### src/rtl/pwm_pkg.sv
package pwm_pkg;

    // Sequencer states
    typedef enum logic [1:0] {
        ST_IDLE = 2'd0,  // enable low, count parked at start value
        ST_RUN  = 2'd1,  // stepping through a valid period
        ST_HALT = 2'd2   // enabled but terminal <= start
    } pwm_state_e;

    localparam int unsigned CFG_FIELDS = 3;
    localparam int unsigned FLD_INIT   = 0;
    localparam int unsigned FLD_TERM   = 1;
    localparam int unsigned FLD_MID    = 2;

endpackage

### src/rtl/pwm_shadow.sv
module pwm_shadow
    import pwm_pkg::*;
#(
    parameter int unsigned W = 16
) (
    input  logic         clk,
    input  logic         rst_n,
    input  logic         load,
    input  logic [W-1:0] init_in,
    input  logic [W-1:0] term_in,
    input  logic [W-1:0] mid_in,
    output logic [W-1:0] init_q,
    output logic [W-1:0] term_q,
    output logic [W-1:0] mid_q
);

    logic [CFG_FIELDS-1:0][W-1:0] live;
    logic [CFG_FIELDS-1:0][W-1:0] held;

    assign live[FLD_INIT] = init_in;
    assign live[FLD_TERM] = term_in;
    assign live[FLD_MID]  = mid_in;

    // One shadow register per setup field
    for (genvar g = 0; g < CFG_FIELDS; g++) begin : g_fld
        always_ff @(posedge clk or negedge rst_n) begin
            if (!rst_n) begin
                held[g] <= '0;
            end else if (load) begin
                held[g] <= live[g];
            end
        end
    end

    assign init_q = held[FLD_INIT];
    assign term_q = held[FLD_TERM];
    assign mid_q  = held[FLD_MID];

    // without a load strobe the shadow copy must not move
    assert_shadow_hold_R7: assert property (@(posedge clk) disable iff (!rst_n)
        !load |=> $stable(held));

endmodule

### src/rtl/pwm_seq.sv
module pwm_seq
    import pwm_pkg::*;
#(
    parameter int unsigned W = 16
) (
    input  logic         clk,
    input  logic         rst_n,
    input  logic         en,
    input  logic [W-1:0] init_in,
    input  logic [W-1:0] term_in,
    input  logic [W-1:0] init_s,
    input  logic [W-1:0] term_s,
    input  logic [W-1:0] mid_s,
    output logic         load,
    output logic         pwm,
    output logic         ovf
);

    localparam logic [W-1:0] ONE = W'(1);

    pwm_state_e   state_q, state_d;
    logic [W-1:0] cnt_q;
    logic         last_step;
    logic         live_ok;

    assign live_ok   = term_in > init_in;
    assign last_step = (state_q == ST_RUN) && (cnt_q == term_s - ONE);
    assign load      = !en || (state_q != ST_RUN) || last_step;

    // Next-state logic
    always_comb begin
        state_d = state_q;
        unique case (state_q)
            ST_IDLE: if (en) state_d = live_ok ? ST_RUN : ST_HALT;
            ST_RUN: begin
                if (!en)            state_d = ST_IDLE;
                else if (last_step) state_d = live_ok ? ST_RUN : ST_HALT;
            end
            ST_HALT: begin
                if (!en) state_d = ST_IDLE;
                else     state_d = live_ok ? ST_RUN : ST_HALT;
            end
            default: state_d = ST_IDLE;
        endcase
    end

    // State register
    always_ff @(posedge clk or negedge rst_n) begin
        if (!rst_n) state_q <= ST_IDLE;
        else        state_q <= state_d;
    end

    // Period counter
    always_ff @(posedge clk or negedge rst_n) begin
        if (!rst_n)    cnt_q <= '0;
        else if (load) cnt_q <= init_in;
        else           cnt_q <= cnt_q + ONE;
    end

    // Outputs (Moore)
    always_comb begin
        pwm = 1'b0;
        ovf = 1'b0;
        unique case (state_q)
            ST_RUN: begin
                pwm = cnt_q >= mid_s;
                ovf = last_step;
            end
            ST_IDLE, ST_HALT: begin
                pwm = 1'b0;
                ovf = 1'b0;
            end
            default: begin
                pwm = 1'b0;
                ovf = 1'b0;
            end
        endcase
    end

    // count stays inside [start, terminal) while running
    assert_count_range_R1: assert property (@(posedge clk) disable iff (!rst_n)
        (state_q == ST_RUN) |-> (cnt_q >= init_s && cnt_q < term_s));

    // after the period-end cycle the count restarts at the start value
    assert_reload_R1: assert property (@(posedge clk) disable iff (!rst_n)
        ovf |=> (state_q != ST_RUN || cnt_q == init_s));

    // Halt only with a non-increasing setup
    assert_halt_setup_R5: assert property (@(posedge clk) disable iff (!rst_n)
        (state_q == ST_HALT) |-> (term_s <= init_s));

endmodule

### src/rtl/pwm_flag.sv
module pwm_flag (
    input  logic clk,
    input  logic rst_n,
    input  logic ovf,
    input  logic clr,
    input  logic ie,
    output logic tof,
    output logic irq
);

    // Sticky overflow flag, clear has priority
    always_ff @(posedge clk or negedge rst_n) begin
        if (!rst_n)   tof <= 1'b0;
        else if (clr) tof <= 1'b0;
        else if (ovf) tof <= 1'b1;
    end

    assign irq = ie & tof;

    assert_tof_set_R8: assert property (@(posedge clk) disable iff (!rst_n)
        (ovf && !clr) |=> tof);

    assert_tof_sticky_R8: assert property (@(posedge clk) disable iff (!rst_n)
        (tof && !clr) |=> tof);

    assert_clr_wins_R9: assert property (@(posedge clk) disable iff (!rst_n)
        clr |=> !tof);

endmodule

### src/rtl/pwm_core.sv
module pwm_core
    import pwm_pkg::*;
#(
    parameter int unsigned W = 16
) (
    input  logic         clk,
    input  logic         rst_n,
    input  logic         en,
    input  logic         irq_en,
    input  logic [W-1:0] init_val,
    input  logic [W-1:0] term_val,
    input  logic [W-1:0] mid_val,
    input  logic         tof_clr,
    output logic         pwm_out,
    output logic         ovf_pulse,
    output logic         tof_flag,
    output logic         irq
);

    logic         load;
    logic [W-1:0] init_s, term_s, mid_s;

    pwm_shadow #(.W(W)) u_shadow (
        .clk     (clk),
        .rst_n   (rst_n),
        .load    (load),
        .init_in (init_val),
        .term_in (term_val),
        .mid_in  (mid_val),
        .init_q  (init_s),
        .term_q  (term_s),
        .mid_q   (mid_s)
    );

    pwm_seq #(.W(W)) u_seq (
        .clk     (clk),
        .rst_n   (rst_n),
        .en      (en),
        .init_in (init_val),
        .term_in (term_val),
        .init_s  (init_s),
        .term_s  (term_s),
        .mid_s   (mid_s),
        .load    (load),
        .pwm     (pwm_out),
        .ovf     (ovf_pulse)
    );

    pwm_flag u_flag (
        .clk   (clk),
        .rst_n (rst_n),
        .ovf   (ovf_pulse),
        .clr   (tof_clr),
        .ie    (irq_en),
        .tof   (tof_flag),
        .irq   (irq)
    );

    // a low enable silences the waveform and the overflow pulse next cycle
    assert_quiet_when_off_R6: assert property (@(posedge clk) disable iff (!rst_n)
        !en |=> (!pwm_out && !ovf_pulse));

    // a non-increasing live setup seen at a load never yields an overflow next cycle
    assert_no_ovf_bad_setup_R5: assert property (@(posedge clk) disable iff (!rst_n)
        (load && term_val <= init_val) |=> !ovf_pulse);

endmodule

### config.mk
export PLATFORM = sky130hd
export DESIGN_NAME = pwm_core
export DESIGN_NICKNAME = d
export VERILOG_FILES = /design/src/rtl/pwm_pkg.sv /design/src/rtl/pwm_shadow.sv /design/src/rtl/pwm_seq.sv /design/src/rtl/pwm_flag.sv /design/src/rtl/pwm_core.sv
export SDC_FILE = /design/constraint.sdc
export NUM_CORES = 1
export LEC_CHECK = 0
export ABC_AREA = 1
export BUFFER_PORTS_ARGS = -buffer_cell sky130_fd_sc_hd__buf_2
export CAP_MARGIN = 15
export CORE_UTILIZATION = 64
export DETAILED_ROUTE_END_ITERATION = 8
export PLACE_DENSITY = 0.95
export SYNTH_ARGS = -nofsm -noshare
export SYNTH_HDL_FRONTEND = slang
export SYNTH_HIERARCHICAL = 1
export SYNTH_SLANG_ARGS = --single-unit
### constraint.sdc
create_clock -name clk -period 6.92 [get_ports clk]
set_input_delay 0.692 -clock clk [delete_from_list [all_inputs] [get_ports clk]]
set_output_delay 0.692 -clock clk [all_outputs]
set_load 0.01 [all_outputs]
# --- After elaboration in Yosys (flattened, before gate mapping) ---
# Cells that the tools add are included.
op_classes:
  add_sub_neg: 2
  order_cmp: 2
  n_eq_ne: 6
  n_mux: 11
  n_bitwise: 1
  n_reduce_logical: 7
op_table:
  columns: ["operator", "count"]
  rows:
  - ["16-bit by 1-bit adder with 16-bit output (second input constant)", 1]
  - ["16-bit equality test", 1]
  - ["16-bit >= comparator", 1]
  - ["16-bit > comparator", 1]
  - ["16-bit 2-to-1 mux", 1]
  - ["16-bit by 1-bit subtractor with 16-bit output (second input constant)", 1]
  - ["2-bit 2-to-1 mux", 5]
  - ["2-bit one-hot mux with 3 select lines", 1]
  - ["1-bit 2-to-1 mux", 4]
  - ["3-bit by 2-bit inequality test with 1-bit output (second input constant)", 1]
  - ["2-bit by 1-bit equality test with 1-bit output (second input constant)", 1]
  - ["2-bit equality test (second input constant)", 1]
  - ["2-bit logical NOT", 1]
  - ["1-bit logical OR", 2]
  - ["2-bit by 1-bit inequality test with 1-bit output (second input constant)", 1]
  - ["2-bit inequality test (second input constant)", 1]
  - ["2-bit AND reduction", 1]
  - ["2-bit nonzero test", 1]
  - ["1-bit AND", 1]
  - ["1-bit logical AND", 1]
  - ["1-bit logical NOT", 1]
totals:
  reg_bits: 51
  output_inout_bits: 4
  elab_cells: 34

# --- Longest topological paths before layout ---
depth:
  depth_word: 6
  mapped_depth: 18
  depth_no_buf: 15

# --- By module ---
# Netlist, hierarchy kept.
by_module_without_submodules:
  columns: ["mod", "n_inst", "cells_each", "area_each_um2"]
  rows:
  - ["pwm_seq", 1, 396, 2547.4]
  - ["pwm_shadow", 1, 203, 1805.5]
  - ["pwm_flag", 1, 5, 40.0]

# --- Worst setup path before layout ---
# OpenSTA, ideal clock, no wires.
synth_path:
  path_kind: "register to output"
  from: "reg u_shadow.held, in the netlist u_shadow/term_q[0]"
  to: "out ovf_pulse"
  arrival_ns: 1.598
  required_ns: 6.228
  setup_slack_ns: 4.630
  stages_incl_launch_ff: 11
  path_buffers: 0
  path_cell_list: "dfrtp_1 inv_1 ha_1 nand2_2 nor2_1 nand2_1 xor2_1 nand2_1 nor2_2 nand4_4 inv_1"
synth_via:
  elab_chain_cells: 4
synth_rtl:
  columns: ["item", "line", "rtl"]
  rows:
  - ["from (decl)", "pwm_shadow.sv:18", "logic [CFG_FIELDS-1:0][W-1:0] held;"]
  - ["from (signal, indexed assignment)", "pwm_shadow.sv:30", "held[g] <= live[g];"]
  - ["16-bit by 1-bit subtractor with 16-bit output", "pwm_seq.sv:27", "assign last_step = (state_q == ST_RUN) && (cnt_q == term_s - ONE);"]
  - ["16-bit equality test", "pwm_seq.sv:27", null]
  - ["1-bit logical AND", "pwm_seq.sv:27", null]
  - ["1-bit 2-to-1 mux", "pwm_seq.sv:64", "unique case (state_q)"]
  - ["to (decl)", "pwm_core.sv:15", "output logic ovf_pulse,"]
# Every way passes these cells.

# --- Worst setup path in the final report ---
layout_path:
  from: "reg u_shadow.held, in the netlist u_shadow/term_q[0]"
  to: "reg u_shadow.held, in the netlist u_shadow/mid_q[3]"
layout_via:
  elab_chain_cells: 4
layout_rtl:
  columns: ["item", "line", "rtl"]
  rows:
  - ["16-bit by 1-bit subtractor with 16-bit output", "pwm_seq.sv:27", null]
  - ["16-bit equality test", "pwm_seq.sv:27", null]
  - ["1-bit logical AND", "pwm_seq.sv:27", null]
  - ["1-bit logical OR", "pwm_seq.sv:28", "assign load = !en || (state_q != ST_RUN) || last_step;"]
  - ["via load", "pwm_core.sv:20", "logic load;"]
# The timed path passes the listed nets, and every way through them passes these cells.
# A chain may end at the register's enable or synchronous reset.

==> run metrics <==
CP startpoint=u_shadow/term_q[0]; half-perimeter wire length after placement=6920 um; DRT Pass-1 Iters=7; Fmax=~0.32 GHz; Hold Fails Final Rpt=0; Power, Total=1.01 mW; Initial Util=between 60% and 70%; Root Buffer=clkbuf_8; Setup crit start kind=flop; DRC=0; CTS max path bufs=2; R2R setup slack=3.81 ns; CTS Hold Bufs=0; MaxCap Viol Count=0; global-route wire length before repair=roughly 15,000 um; routed wire length=9240 um; Area Overhead vs Synth=10.2%; GRT overflow=0; HP Class=in2async; storage element area=0.00128 mm^2; Syn Area/Cell=7.06 um^2; die area=0.00625 mm^2; clock-pin transition on the worst setup and hold timing paths=~0.10 ns; Core ar.=0.00561 mm^2; Pleak=~2.4 nW; Wirelength per Cell=13.9 um; # H-tree levels=2; endpoints failing setup=0; remaining antenna violation count=0; CP required=7.13 ns; initial antenna violation count=0; R2R Path Start=u_shadow/term_q[0]; TritonCTS Sinks=51; reg2reg path depth=15; Slew HR=58.3%; end of the worst register-to-register path=u_shadow/mid_q[3]; Tcrit/Tclk final=a little under half; critical path class=reg2reg; fillers=about 420; outcome=finished, final reports clean; Initial DRC Count=roughly 280; critical path fanouts, max=62; Clock Skew=0.0141 ns; RD Place Congestion=0.872; GRT Total Usage=31.0%; post-synth net total=roughly 630; Via Count=roughly 3,600; clk_lat worst skew=0.31 ns; PD cells=~240 mW/mm^2; via count of the first global-routing pass=~3,600; final max-slew violation count=0; maximum VDD drop=0.167 mV; CP arrival=3.32 ns; cells after synthesis=538; Vias/cell=5.49; CTS tree=built; minimum clock period=roughly 3.1 ns; RSZ-0062 raised after global routing=no; # placed instances=654; proportion of layout cells with a drive suffix above 1=between 10% and 20%; footprint of the multi-input gates=0.00215 mm^2; # diodes=0; post-synthesis cell area=between 0.003 and 0.004 mm^2; Chip Width=just under 80 um; nets@finish=680; crit path to=u_shadow/mid_q[3]; Die H=79.1 um; dpl cell area=about 0.0041 mm^2; worst-margin pin slew=0.624 ns; Num CTS Buffers=5; Syn. warnings=6; IO Count=57; setup TNS=0 ns; Port Buf Inserts=56; crit end category=flop; row count=27; Setup Buffers After CTS=0; Post-CTS Resized=0; largest net degree at the start of global routing=63; fin area=0.00419 mm^2; post-route insts no fill=663
-- area by class of cell --
type                       count  area share, %
inverter                      76           6.81
sequential                    51           30.5
clock inverter                 1          0.120
timing repair buffer          57           7.17
clock buffer                   7           1.82
multi-input combinational    399           51.4
tap                           72           2.15
-- worst min-delay path by stage --
stage,startpoint,to,depth (start not counted)
2_1_floorplan,rst_n,u_flag/tof,0
3_3_place_gp,u_shadow/mid_q[14],u_shadow/mid_q[14],2
3_5_place_dp,u_shadow/mid_q[14],u_shadow/mid_q[14],2
4_1_cts,u_shadow/mid_q[4],u_shadow/mid_q[4],2
5_1_grt,rst_n,u_shadow/mid_q[1],1
6_report,rst_n,u_seq/cnt_q[0],1
-- power breakdown --
group	leakage [nW]	switching (mW)	internal, mW
clock	0.0422	0.0984	0.0712
sequential	0.604	0.0726	0.355
combinational	1.77	0.253	0.155
-- routing by layer --
layer	routed length, um	GRT usage, %	up-vias	part of all wire, %
met5	0	0	-	0
met3	543	3.91	33	5.9
met4	284	13.5	0	3.1
met2	4590	55.2	168	50
met1	3830	37.3	1662	41
li1	-	-	1780	-
-- flip-flops by register name (all words and copies together), names as in the netlist --
| signal | cells |
|---|---|
| u_seq/cnt_q | 16 |
| u_seq/state_q | 2 |
| u_shadow/mid_q | 16 |
| u_flag/tof | 1 |
| u_shadow/term_q | 16 |
-- critical path, cell delays in order (launching register included) --
cell     delay [ns]
dfrtp_1        0.41
inv_1          0.16
ha_1           0.29
nand2_2        0.13
inv_2          0.07
nand2_1        0.09
nand2_1        0.10
nand2_1        0.06
nand2_1        0.07
nand2_1        0.06
nor2_2         0.17
nand4_4        0.19
nand2_4        0.52
inv_2          0.43
nand2_1        0.16
nand2_1        0.08
-- per-stage QoR --
stage / setup slack (ns) / hold slack (ns) / util (%)
CTS: 3.87 / 0.482 / 74.3
finish: 3.81 / 0.379 / 74.7
detailed placement: 3.92 / 0.459 / 72.8
global placement: 4.09 / 0.457 / 72.8
floorplan: 4.63 / 0.396 / -
global route: 3.60 / 0.420 / 74.7
-- placed cells by master, fill, tap and decap left out, drive strengths merged, types with 6 or more instances in the layout --
master	n
clkbuf	7
a21oi	17
o21ai	19
nor2	38
nand2	212
xnor2	10
ha	37
inv	76
xor2	14
dfrtp	51
nand4	7
nor3	6
nand3	33
buf	57
No activity file was read; power rests on OpenSTA's default activity.
